`src/rtl/spi_cfg_pkg.sv`:
```
package spi_cfg_pkg;
    localparam int FRAME_BITS = 16;
    localparam int CMD_BITS   = 8;
    localparam int DATA_W     = FRAME_BITS - CMD_BITS;
    localparam int ADDR_W     = 4;
    localparam int NUM_REGS   = 1 << ADDR_W;
    localparam int RW_BIT     = FRAME_BITS - 1;
    localparam int ADDR_LSB   = DATA_W;
    localparam int CNT_MAX    = FRAME_BITS + 1;
    localparam int CNT_W      = $clog2(CNT_MAX + 1);

    typedef logic [DATA_W-1:0] data_t;
    typedef logic [ADDR_W-1:0] addr_t;

    // power-on value of an implemented register: address in the upper nibble, its inverse below
    function automatic data_t reg_default(addr_t a);
        return {a, ~a};
    endfunction
endpackage

```
`src/rtl/spi_pin_sync.sv`:
```
module spi_pin_sync #(
    parameter int STAGES = 2
) (
    input  logic clk,
    input  logic rst_n,
    input  logic sclk_i,
    input  logic cs_n_i,
    input  logic sdi_i,
    output logic sclk_rise,
    output logic sclk_fall,
    output logic cs_rise,
    output logic cs_fall,
    output logic cs_low,
    output logic sdi_s
);
    typedef struct packed {
        logic [STAGES:0]   sclk;
        logic [STAGES:0]   csn;
        logic [STAGES-1:0] sdi;
    } sync_t;

    sync_t d, q;

    always_comb begin
        d      = q;
        d.sclk = (q.sclk << 1) | (STAGES+1)'(sclk_i);
        d.csn  = (q.csn  << 1) | (STAGES+1)'(cs_n_i);
        d.sdi  = (q.sdi  << 1) | STAGES'(sdi_i);
    end

    always_ff @(posedge clk or negedge rst_n) begin
        if (!rst_n) begin
            q.sclk <= '0;
            q.csn  <= '1;
            q.sdi  <= '0;
        end else begin
            q <= d;
        end
    end

    // sdi is taken from the same depth as the newest sclk stage so data lines up with its edge
    assign sclk_rise =  q.sclk[STAGES-1] & ~q.sclk[STAGES];
    assign sclk_fall = ~q.sclk[STAGES-1] &  q.sclk[STAGES];
    assign cs_rise   =  q.csn[STAGES-1]  & ~q.csn[STAGES];
    assign cs_fall   = ~q.csn[STAGES-1]  &  q.csn[STAGES];
    assign cs_low    = ~q.csn[STAGES-1];
    assign sdi_s     =  q.sdi[STAGES-1];
endmodule

```
`src/rtl/spi_shift_frame.sv`:
```
module spi_shift_frame
    import spi_cfg_pkg::*;
(
    input  logic  clk,
    input  logic  rst_n,
    input  logic  en,
    input  logic  sclk_rise,
    input  logic  sclk_fall,
    input  logic  cs_rise,
    input  logic  cs_fall,
    input  logic  cs_low,
    input  logic  sdi_s,
    input  data_t rd_data,
    output addr_t rd_addr,
    output logic  wr_en,
    output addr_t wr_addr,
    output data_t wr_data,
    output addr_t ptr,
    output logic  sdo
);
    localparam logic [CNT_W-1:0] CNT_FULL = CNT_W'(FRAME_BITS);
    localparam logic [CNT_W-1:0] CNT_CMD  = CNT_W'(CMD_BITS);
    localparam logic [CNT_W-1:0] CNT_SAT  = CNT_W'(CNT_MAX);

    typedef struct packed {
        logic [FRAME_BITS-1:0] shreg;
        logic [CNT_W-1:0]      cnt;
        data_t                 out_sr;
        logic                  sdo;
        addr_t                 ptr;
    } frame_t;

    frame_t d, q;

    // once the command byte is complete: read uses the pointer, write uses its own address
    assign rd_addr = q.shreg[CMD_BITS-1] ? q.ptr : q.shreg[ADDR_W-1:0];
    assign wr_addr = q.shreg[ADDR_LSB +: ADDR_W];
    assign wr_data = q.shreg[DATA_W-1:0];

    always_comb begin
        d     = q;
        wr_en = 1'b0;
        if (!en) begin
            d.cnt = '0;
        end else begin
            if (cs_fall) begin
                d.cnt    = '0;
                d.sdo    = 1'b0;
                d.out_sr = '0;
            end else if (cs_low) begin
                if (sclk_rise) begin
                    d.shreg = {q.shreg[FRAME_BITS-2:0], sdi_s};
                    if (q.cnt != CNT_SAT)
                        d.cnt = q.cnt + 1'b1;
                end
                if (sclk_fall) begin
                    if (q.cnt == CNT_CMD) begin
                        d.sdo    = rd_data[DATA_W-1];
                        d.out_sr = {rd_data[DATA_W-2:0], 1'b0};
                    end else if (q.cnt > CNT_CMD && q.cnt < CNT_FULL) begin
                        d.sdo    = q.out_sr[DATA_W-1];
                        d.out_sr = {q.out_sr[DATA_W-2:0], 1'b0};
                    end else begin
                        d.sdo    = 1'b0;
                    end
                end
            end
            if (cs_rise && q.cnt == CNT_FULL) begin
                d.ptr = q.shreg[ADDR_LSB +: ADDR_W];
                wr_en = ~q.shreg[RW_BIT];
            end
        end
    end

    always_ff @(posedge clk or negedge rst_n) begin
        if (!rst_n) q <= '0;
        else        q <= d;
    end

    assign ptr = q.ptr;
    assign sdo = q.sdo;
endmodule

```
`src/rtl/spi_cfg_regfile.sv`:
```
module spi_cfg_regfile
    import spi_cfg_pkg::*;
#(
    parameter logic [NUM_REGS-1:0] IMPL_MASK = 16'h0027,
    parameter int                  MAIN_ADDR = 0
) (
    input  logic  clk,
    input  logic  rst_n,
    input  logic  wr_en,
    input  addr_t wr_addr,
    input  data_t wr_data,
    input  addr_t rd_addr,
    output data_t rd_data,
    output data_t main_val
);
    data_t regs [NUM_REGS];

    for (genvar g = 0; g < NUM_REGS; g++) begin : g_reg
        if (IMPL_MASK[g]) begin : g_impl
            data_t r_d, r_q;
            always_comb begin
                r_d = r_q;
                if (wr_en && wr_addr == ADDR_W'(g))
                    r_d = wr_data;
            end
            always_ff @(posedge clk or negedge rst_n) begin
                if (!rst_n) r_q <= reg_default(ADDR_W'(g));
                else        r_q <= r_d;
            end
            assign regs[g] = r_q;
        end else begin : g_hole
            assign regs[g] = '0;
        end
    end

    assign rd_data  = regs[rd_addr];
    assign main_val = regs[MAIN_ADDR];
endmodule

```
`src/rtl/spi_cfg_slave.sv`:
```
module spi_cfg_slave
    import spi_cfg_pkg::*;
#(
    parameter int                  SYNC_STAGES = 2,
    parameter logic [NUM_REGS-1:0] IMPL_MASK   = 16'h0027,
    parameter int                  MAIN_ADDR   = 0
) (
    input  logic              clk,
    input  logic              rst_n,
    input  logic              spi_en,
    input  logic              spi_sclk,
    input  logic              spi_cs_n,
    input  logic              spi_sdi,
    output logic              spi_sdo,
    input  logic [DATA_W-1:0] pin_cfg,
    input  logic              pin_pd,
    output logic [DATA_W-1:0] cfg_main,
    output logic              cfg_pd
);
    logic  sclk_rise, sclk_fall, cs_rise, cs_fall, cs_low, sdi_s;
    logic  wr_en;
    addr_t rd_addr, wr_addr, ptr_q;
    data_t rd_data, wr_data, main_val;

    spi_pin_sync #(.STAGES(SYNC_STAGES)) u_sync (
        .clk       (clk),
        .rst_n     (rst_n),
        .sclk_i    (spi_sclk),
        .cs_n_i    (spi_cs_n),
        .sdi_i     (spi_sdi),
        .sclk_rise (sclk_rise),
        .sclk_fall (sclk_fall),
        .cs_rise   (cs_rise),
        .cs_fall   (cs_fall),
        .cs_low    (cs_low),
        .sdi_s     (sdi_s)
    );

    spi_shift_frame u_frame (
        .clk       (clk),
        .rst_n     (rst_n),
        .en        (spi_en),
        .sclk_rise (sclk_rise),
        .sclk_fall (sclk_fall),
        .cs_rise   (cs_rise),
        .cs_fall   (cs_fall),
        .cs_low    (cs_low),
        .sdi_s     (sdi_s),
        .rd_data   (rd_data),
        .rd_addr   (rd_addr),
        .wr_en     (wr_en),
        .wr_addr   (wr_addr),
        .wr_data   (wr_data),
        .ptr       (ptr_q),
        .sdo       (spi_sdo)
    );

    spi_cfg_regfile #(.IMPL_MASK(IMPL_MASK), .MAIN_ADDR(MAIN_ADDR)) u_regs (
        .clk      (clk),
        .rst_n    (rst_n),
        .wr_en    (wr_en),
        .wr_addr  (wr_addr),
        .wr_data  (wr_data),
        .rd_addr  (rd_addr),
        .rd_data  (rd_data),
        .main_val (main_val)
    );

    // source select: registers when the serial port owns the configuration, pins otherwise
    always_comb begin
        if (spi_en) begin
            cfg_main = main_val;
            cfg_pd   = 1'b0;
        end else begin
            cfg_main = pin_cfg;
            cfg_pd   = pin_pd;
        end
    end
endmodule

```
`config.mk`:
```
export PLATFORM = sky130hd
export DESIGN_NAME = spi_cfg_slave
export DESIGN_NICKNAME = d
export VERILOG_FILES = /design/src/rtl/spi_cfg_pkg.sv /design/src/rtl/spi_pin_sync.sv /design/src/rtl/spi_shift_frame.sv /design/src/rtl/spi_cfg_regfile.sv /design/src/rtl/spi_cfg_slave.sv
export SDC_FILE = /design/constraint.sdc
export NUM_CORES = 1
export LEC_CHECK = 0
export BUFFER_PORTS_ARGS = -buffer_cell sky130_fd_sc_hd__buf_4
export CORE_MARGIN = 1.5
export CORE_UTILIZATION = 54
export DETAILED_ROUTE_END_ITERATION = 8
export GPL_ROUTABILITY_DRIVEN = 0
export PLACE_DENSITY = 0.87
export RECOVER_POWER = 25
export SYNTH_ARGS = -nofsm -noshare
export SYNTH_HDL_FRONTEND = slang
export SYNTH_SLANG_ARGS = --single-unit
```
`constraint.sdc`:
```
create_clock -name clk -period 1.85 [get_ports clk]
set_input_delay 0.0925 -clock clk [delete_from_list [all_inputs] [get_ports clk]]
set_output_delay 0.0925 -clock clk [all_outputs]
set_load 0.005 [all_outputs]
```
======== Yosys cells after proc, flatten, opt, wreduce, memory -nomap -nowiden ========
Cells that the tools add are included.
storage, ports and cells
  bits in registers ....................... 74
  input bits .............................. 15
  output and inout port bits .............. 10
  logic and storage cells ................. 71
operators by class
  add/subtract/negate cells ............... 1
  $lt $le $gt $ge ......................... 3
  equality and inequality tests ........... 10
  muxes and demuxes ....................... 17
  bitwise logic cells ..................... 14
  reduce and logical (&&, ||, !) cells .... 14
operators with widths
  operator             count
  $bmux 8 s4           1
  $mux 8               4
  $mux 14              2
  $mux 9               2
  $mux 5               3
  $reduce_and 4->1     2
  $logic_and 1x1->1    6
  $ne 3x1->1 const B   2
  $not 1->1            6
  $or 3x1->3           2
  $reduce_and 3->1     2
  $add 5x1->5 const B  1
  $eq 5x4->1 const B   1
  $eq 5x5->1 const B   1
  $ge 5x5->1 const B   1
  $gt 5x4->1 const B   1
  $lt 5x5->1 const B   1
  $ne 5x5->1 const B   1
  $not 4->5            1
  $and 1x1->1          4
  $eq 4x1->1 const B   1
  $eq 4x2->1 const B   1
  $eq 4x3->1 const B   1
  $logic_not 4->1      1
  8 further kinds      11

======== Depth between registers and ports, before layout ========
Gate-level depths: netlist of run 1.
  word-level depth ........................ 10
  mapped depth ............................ 7
  mapped depth without buffers ............ 6

======== By module ========
Synthesis of run 1 repeated with hierarchy kept, for this count alone.
unflattened totals
  cells, all modules ...................... 277
  area total of the unflattened synthesis .. 3,644.7 µm²
modules (own cells, without submodules)
  module           times used  cells each  area each (µm²)  sequential area each (µm²)
  spi_shift_frame  1           133         1,687.9          825.8
  spi_cfg_regfile  1           121         1,579.0          820.8
  spi_pin_sync     1           13          237.7            203.9
  spi_cfg_slave    1           10          140.1            0.0

======== Worst setup path after synthesis of run 1 ========
OpenSTA, ideal clock, no wires.
  path kind ............................... reg2reg
  start ................................... reg u_frame.q[13] in the netlist's numbering
  end ..................................... reg u_regs.g_reg[1].g_impl.r_q[0]
  library setup time ...................... 125 ps
  data arrival time ....................... 1,914 ps
  data required time ...................... 1,725 ps
  setup slack ............................. -188 ps
  stages on the path, launching flop included .. 7
  path buffers ............................ 0
  clock period less this slack ............ 2,038 ps
  cell sequence ........................... dfrtp_1 inv_1 ha_1 nand4b_1 nor4b_4 nand4b_2 mux2_2
on the way
  cells in the longest elaborated chain, start to end .. 5
ends and longest elaborated chain
  element                 line                   RTL
  start, declared         spi_shift_frame.sv:33  frame_t d, q;
  start signal, assigned  spi_shift_frame.sv:76  if (!rst_n) q <= '0;
  start signal, assigned  spi_shift_frame.sv:77  else q <= d;
  $eq 5x5->1              spi_shift_frame.sv:68  if (cs_rise && q.cnt == CNT_FULL) begin
  $logic_and 1x1->1       spi_shift_frame.sv:68
  $mux 1                  spi_shift_frame.sv:68
  $mux 1                  spi_shift_frame.sv:43  if (!en) begin
  $logic_and 1x1->1       spi_cfg_regfile.sv:23  if (wr_en && wr_addr == ADDR_W'(g))
  end signal, assigned    spi_cfg_regfile.sv:27  if (!rst_n) r_q <= reg_default(ADDR_W'(g));
  end signal, assigned    spi_cfg_regfile.sv:28  else r_q <= r_d;
  end, declared           spi_cfg_regfile.sv:20  data_t r_d, r_q;
No other way between the ends.
A chain may end at the register's enable or synchronous reset.

======== Worst setup path after layout of run 1 ========
  start ................................... reg u_frame.q[14] in the netlist's numbering
  end ..................................... reg u_regs.g_reg[2].g_impl.r_q[6]
on the way
  cells in the longest elaborated chain, start to end .. 5
ends and longest elaborated chain
  element               line
  $eq 5x5->1            spi_shift_frame.sv:68
  $logic_and 1x1->1     spi_shift_frame.sv:68
  $mux 1                spi_shift_frame.sv:68
  $mux 1                spi_shift_frame.sv:43
  $logic_and 1x1->1     spi_cfg_regfile.sv:23
  end signal, assigned  spi_cfg_regfile.sv:27
  end signal, assigned  spi_cfg_regfile.sv:28
  end, declared         spi_cfg_regfile.sv:20
No other way between the ends.

==> flow_summary.toml, run 1 <==
[run]
maxCapViolations = 0

[worst_setup_path]
ff2ff_setup_slack_ps = -50
worstRegToRegCells = 7
rr_endpoint = "u_regs.g_reg[2].g_impl.r_q[6]"
cp.arrival_ps = 2130
crit_fanout = 8
r2r_start = "u_frame.q[14]"
startpoint = "u_frame.q[14]"
cp-start-kind = "register"
worst_setup_path_end_kind = "register"
critPathCapture = "u_regs.g_reg[2].g_impl.r_q[6]"
worst-setup-path-type = "register to register"
cp.required_ps = 2080

[timing]
period_share_pct = 103
fmax_mhz = 526
slew_headroom_pct = 31.6
rsz0062_at_grt = "true"
worst_slack_ps = -50.9
whs_ps = 337
finalHoldViolCount = 0
final-setup-viol-count = 18
clock_skew_ps = 14.5
finalMaxSlewViolations = 0
setup_tns_ps = -270
layout_min_cycle_time_ps = 1900
worst_pin_slew_ps = 1030

[drt]
wl_um = 8710
drtPass1Iterations = 4
viasPerCell = 6.21
wl_per_cell_um = 19.4
remaining_drc_errors = 0
vias = 2795
first_iter_violations = 121
postRouteAntennaNets = 0

[floorplanning]
top_level_ports = 25
die-width_um = 85.8
die_area_um2 = 7360
die_y_um = 85.8
num_rows = 29
start_util_pct = 57.0
core_um2 = 6490

[power]
power.leakage_nw = 2.01
combPwrFrac_pct = 15.2
pwr-share-clk_pct = 34.1
p_seq_share_pct = 50.7
p_int_w = 0.00241
p_sw_w = 0.000871
peakVddDrop_v = 0.000390
total_power_w = 0.00328
swShare_pct = 26.5
p_per_area_nw_per_um2 = 737

[yosys]
ys_seq_area_share_pct = 50.0
synth_nets = 333
synth-simple-area-share_pct = 14.4
synthFlopType = "dfrtp_1"
ys_warn_count = 0
yosysMostFrequentCell = "mux2_2"
synth_cell_types = 49
synthTopCellsByCount = "61 x mux2_2, 54 x dfrtp_1, 26 x nand2_1"
syn_area_um2 = 3700
synth-compound-area-share_pct = 11.3
synth-seq-cells = 73
synth_top_area_share_pct = 36.5
synth_cells = 315
yosys-top-cells-area = "dfrtp_1 36%, mux2_2 19%, dfstp_2 13%"
synth_top_family_by_area = "multiplexers"
synth_xor_area_share_pct = 0.710
yosys.area.top_type = "dfrtp_1"
async_flop_share_pct = 100
syn_avg_cell_area_um2 = 11.8
synthAdderAreaFrac_pct = 1.01
synth_mux_area_share_pct = 20.2
synth-edff-count = 0

[worst_hold_path]
hold_path_class = "input pin to register"

[layout]
area_growth_pct = 20.2
final_cell_area_um2 = 4450
antennaDiodeCount = 0
nets = 386
drive_above_1_share_pct = 44.8
finalNonFillerCells = 450

[cts]
cts_tree = "yes"
htree_levels = 3
clk_latency_ps = 350
cts_made_buffers = 9
ctsRootBufferMaster = "clkbuf_8"
cts_sinks = 73
cts.clk_slew.worst_paths_ps = 80
clk_path_buf_depth = 2

[placement]
dp_cells = 425
dpl.hpwl_um = 5980
place_area_um2 = 4120
io_buffers = 24

[status]
status = "finished, violations left"
violations = "setup timing"

[global_route]
grtUsageTotal_pct = 26.0
antenna_found_initial = 0
grt_pass1_wl_um = 14500
grt_pass1_vias = 2816
grt_max_degree = 41
grt.overflow.total = 0
[worst max-delay path, cell delays in order (launching register included)]
cell and delay [ps]:
dfrtp_1 400, inv_2 80, ha_4 140, nand4b_1 140, nor4b_4 250, buf_6 190, nand4_4 200, mux2_4 370
[cells by family (layout without fill, tap and decap cells)]
kind of cell               Yosys count  in the layout
AOI/OAI and AO/OA                   57             57
buffers and inverters               24             82
xor gates and xnor gates             3              3
and+or+nand+nor                     88             88
muxes                               67             67
DFF                                 73             73
adders and majority gates            3              3
[cell usage in the layout (no fill, tap or decap), drive strengths merged, types with 4 or more instances in the layout]
cell | synthesis | layout
nand4 | 7 | 7
o211ai | 8 | 8
mux2 | 61 | 61
a21o | 8 | 8
clkbuf | 16 | 17
nor2 | 14 | 14
dlygate4sd3 | 0 | 4
dfstp | 19 | 19
nor2b | 8 | 8
nand2 | 26 | 26
dfrtp | 54 | 54
mux2i | 6 | 6
buf | 1 | 51
o21ai | 8 | 8
a21oi | 8 | 8
o221ai | 4 | 4
nand3 | 5 | 5
inv | 7 | 7
[metrics by stage]
step | utilization (%) | setup slack, ps
detailed placement | 63.5 | -182
finish | 68.5 | -50.9
CTS | 68.1 | -76.6
global placement | 63.5 | -119
global route | 68.5 | -119
floorplan | - | -188
[worst min-delay path by stage]
stage / from / endpoint / slack [ps] / cells past startpoint
after CTS: rst_n / u_frame.q[16] / 260 / 2
after floorplan: rst_n / u_frame.ptr[0] / -200 / 0
after global placement: rst_n / u_frame.q[16] / 100 / 1
after detailed placement: rst_n / u_frame.q[16] / 100 / 1
final: spi_en / u_frame.q[13] / 340 / 3
after global routing: spi_en / u_frame.q[13] / 350 / 3
[sequential cells by signal (all words and copies together) (netlist names)]
name,flops
u_sync.sdi_s,1
u_frame.wr_data,8
u_frame.wr_addr,4
u_frame.sdo,1
u_sync.q,7
u_regs.g.g_impl.r_q,24
u_frame.q,16
u_regs.main_val,8
u_frame.ptr,4
[repair_timing]
action                                  in CTS  in global routing
gates resized for setup                     11                  4
endpoints found under the hold margin       32                  0
hold buffers                                 4                  0
setup buffers                                3                  2
pin swaps                                    2                  3
endpoints found under the setup margin      35                 41
[final cells by class]
cell class | instances | area, um2
sequential | 73 | 1850
fill | 474 | 2040
timing repair buffer | 59 | 467
tap | 77 | 96.3
clock inverter | 3 | 17.5
multi-input combinational | 218 | 1830
inverter | 7 | 26.3
clock buffer | 13 | 159
[power groups by stage]
stage	clock [W]	sequential, W	combinational (W)
final	0.00112	0.00166	0.000498
after global routing	0.00123	0.00167	0.000539
after CTS	0.00114	0.00166	0.000495
after detailed placement	0	0.00169	0.000481
after global placement	0	0.00169	0.000471
after floorplan	0	0.00168	0.000278
[metal layers]
metal  global-route usage [%]  part of all wire, %
met4                     8.50                  1.1
met3                     6.64                  4.7
met5                        0                    0
met1                     35.6                   46
met2                     40.8                   49
Note: power is estimated with default switching activity, not from simulation.
==> run 2, diff against run 1 <==
--- a/config.mk
+++ b/config.mk
@@ -7,10 +7,10 @@
 export LEC_CHECK = 0
 export BUFFER_PORTS_ARGS = -buffer_cell sky130_fd_sc_hd__buf_4
 export CORE_MARGIN = 1.5
-export CORE_UTILIZATION = 54
+export CORE_UTILIZATION = 45
 export DETAILED_ROUTE_END_ITERATION = 8
 export GPL_ROUTABILITY_DRIVEN = 0
-export PLACE_DENSITY = 0.87
+export PLACE_DENSITY = 0.77
 export RECOVER_POWER = 25
 export SYNTH_ARGS = -nofsm -noshare
 export SYNTH_HDL_FRONTEND = slang
==> run 2 against run 1 <==
Compared with the run above:
- the run still ends with setup timing left
- sequential cell count did not move
- count of clock-buffer cells in the layout shrank 2
- combinational power fell by 1%
- utilization decreased by 11 points
- critical path depth stayed put
- largest cell class unchanged
- largest power group unchanged
==> flow_summary.toml, run 2 (same netlist as run 1, synthesis figures left out) <==
[status]
status = "finished, violations left"
violations = "setup timing"

[power]
peakVddDrop_v = 0.000403
p_per_area_nw_per_um2 = 807
power.leakage_nw = 2.04
total_power_w = 0.00366

[timing]
layout_min_cycle_time_ps = 1950
slew_headroom_pct = 34.8
rsz0062_at_grt = "true"
period_share_pct = 105
worst_slack_ps = -99.9
fmax_mhz = 513
clock_skew_ps = 10.1
final-setup-viol-count = 24
finalMaxSlewViolations = 0
whs_ps = 324
finalHoldViolCount = 0
worst_pin_slew_ps = 978

[floorplanning]
die_area_um2 = 8780
die-width_um = 93.7
top_level_ports = 25
num_rows = 32
die_y_um = 93.7
start_util_pct = 47.2
core_um2 = 7850

[worst_setup_path]
worstRegToRegCells = 7
crit_fanout = 8
cp_cell_sequence = "inv_2 -> ha_4 -> nand4b_1 -> nor4b_4 -> buf_6 -> nand4b_4 -> mux2_4"
critPathBufInv = 2
worst-setup-path-type = "register to register"
cp.arrival_ps = 2180
rr_endpoint = "u_regs.g_reg[1].g_impl.r_q[6]"
cp-start-kind = "register"
r2r_start = "u_frame.q[14]"
cp_num_cells = 7
ff2ff_setup_slack_ps = -100
critPathSlowestCell = "dfrtp_1"
worst_setup_path_end_kind = "register"
cp.required_ps = 2080
slowest_delay_ps = 410
critPathTopFamily = "simple AND/OR/NAND/NOR gates"

[worst_hold_path]
hold_path_class = "input pin to register"
min_from = "spi_en"
worst_hold_path.endpoint = "u_frame.q[13]"
min_path_cells = 3

[global_route]
grt_pass1_vias = 2711
grt_pass1_wl_um = 14100
grtUsageTotal_pct = 21.3
grt.overflow.total = 0
antenna_found_initial = 0
grt_max_degree = 74

[layout]
final_cell_mix = "59 x mux2_2, 53 x dfrtp_1, 47 x buf_4"
area_growth_pct = 22.6
largest_reg_flops = 24
final_common_cell = "mux2_2"
antennaDiodeCount = 0
nets = 385
drive_above_1_share_pct = 44.9
top_regs = "u_regs.g.g_impl.r_q x24, u_frame.q x16"
fill_cells = 661
largest-register = "u_regs.g.g_impl.r_q"
final_util_pct = 57.8

[run]
maxCapViolations = 0

[drt]
viasPerCell = 5.82
remaining_drc_errors = 0
postRouteAntennaNets = 0
first_iter_violations = 254
vias = 2759
wl_per_cell_um = 18.1
wl_um = 8590
drtPass1Iterations = 5

[placement]
dp_slack_ps = -237
io_buffers = 24
dpl.hpwl_um = 5850

[cts]
clk_path_buf_depth = 2
cts_sinks = 73
htree_levels = 3
cts_tree = "yes"
cts_made_buffers = 9
clk_latency_ps = 340
cts.clk_slew.worst_paths_ps = 80
ctsRootBufferMaster = "clkbuf_8"
[run 2: power breakdown]
part	internal (W)	leakage (nW)	switching (W)	total, W
Sequential	0.00163	0.928	0.0000277	0.00166
Combinational	0.000208	0.995	0.000284	0.000492
Clock	0.000931	0.120	0.000581	0.00151
Total	0.00277	2.04	0.000893	0.00366
[run 2: final cells by class]
cell class              instances  area, um2  share of cell area [%]
flip-flops and latches         73       1850                    40.8
well taps                     102        128                    2.81
clock inverters                 5        103                    2.26
inverters                       7       26.3                   0.579
clock buffers                  11        141                    3.11
repair buffers                 58        462                    10.2
multi-input cells             218       1830                    40.3
[run 2: tightest hold or removal path, delay by kind of cell]
family,cells,cell delay (ps)
AO/OA/AOI/OAI,1,170
buffers and inverters,1,160
AND/OR/NAND/NOR,1,200
[run 2: how the worst max path moves through the flow]
stage                        startpoint                            end  slack [ps]
after floorplan           u_frame.q[13]  u_regs.g_reg[1].g_impl.r_q[0]        -190
after global routing      u_frame.q[14]  u_regs.g_reg[1].g_impl.r_q[6]        -210
after CTS                 u_frame.q[13]  u_regs.g_reg[1].g_impl.r_q[6]         -70
after global placement    u_frame.q[13]  u_regs.g_reg[1].g_impl.r_q[5]        -140
after detailed placement  u_frame.q[13]  u_regs.g_reg[1].g_impl.r_q[6]        -240
final                     u_frame.q[14]  u_regs.g_reg[1].g_impl.r_q[6]        -100
[run 2: timing repair]
item / 4_1_cts / 5_1_grt
pin swaps: 0 / 2
hold buffers: 4 / 0
gates resized for setup: 13 / 3
setup buffers: 2 / 2
cloned: 0 / 0
endpoints found under the hold margin: 57 / 0
setup endpoints to repair: 36 / 44
[run 2: metrics by stage]
step | TNS, ps | std cells | cell area, um2
after floorplan | -5290 | 315 | 3700
after global placement | -3210 | 450 | 4170
after detailed placement | -4910 | 450 | 4170
after CTS | -439 | 472 | 4530
after global routing | -4700 | 474 | 4540
final | -1090 | 474 | 4540
[run 2: metal layers]
metal | vias up | track usage [%] | routed length, um
met4 | 0 | 6.34 | 83
met1 | 1390 | 29.1 | 3870
met3 | 10 | 4.21 | 417
met2 | 88 | 34.2 | 4220
li1 | 1271 | - | -
met5 | - | 0 | 0
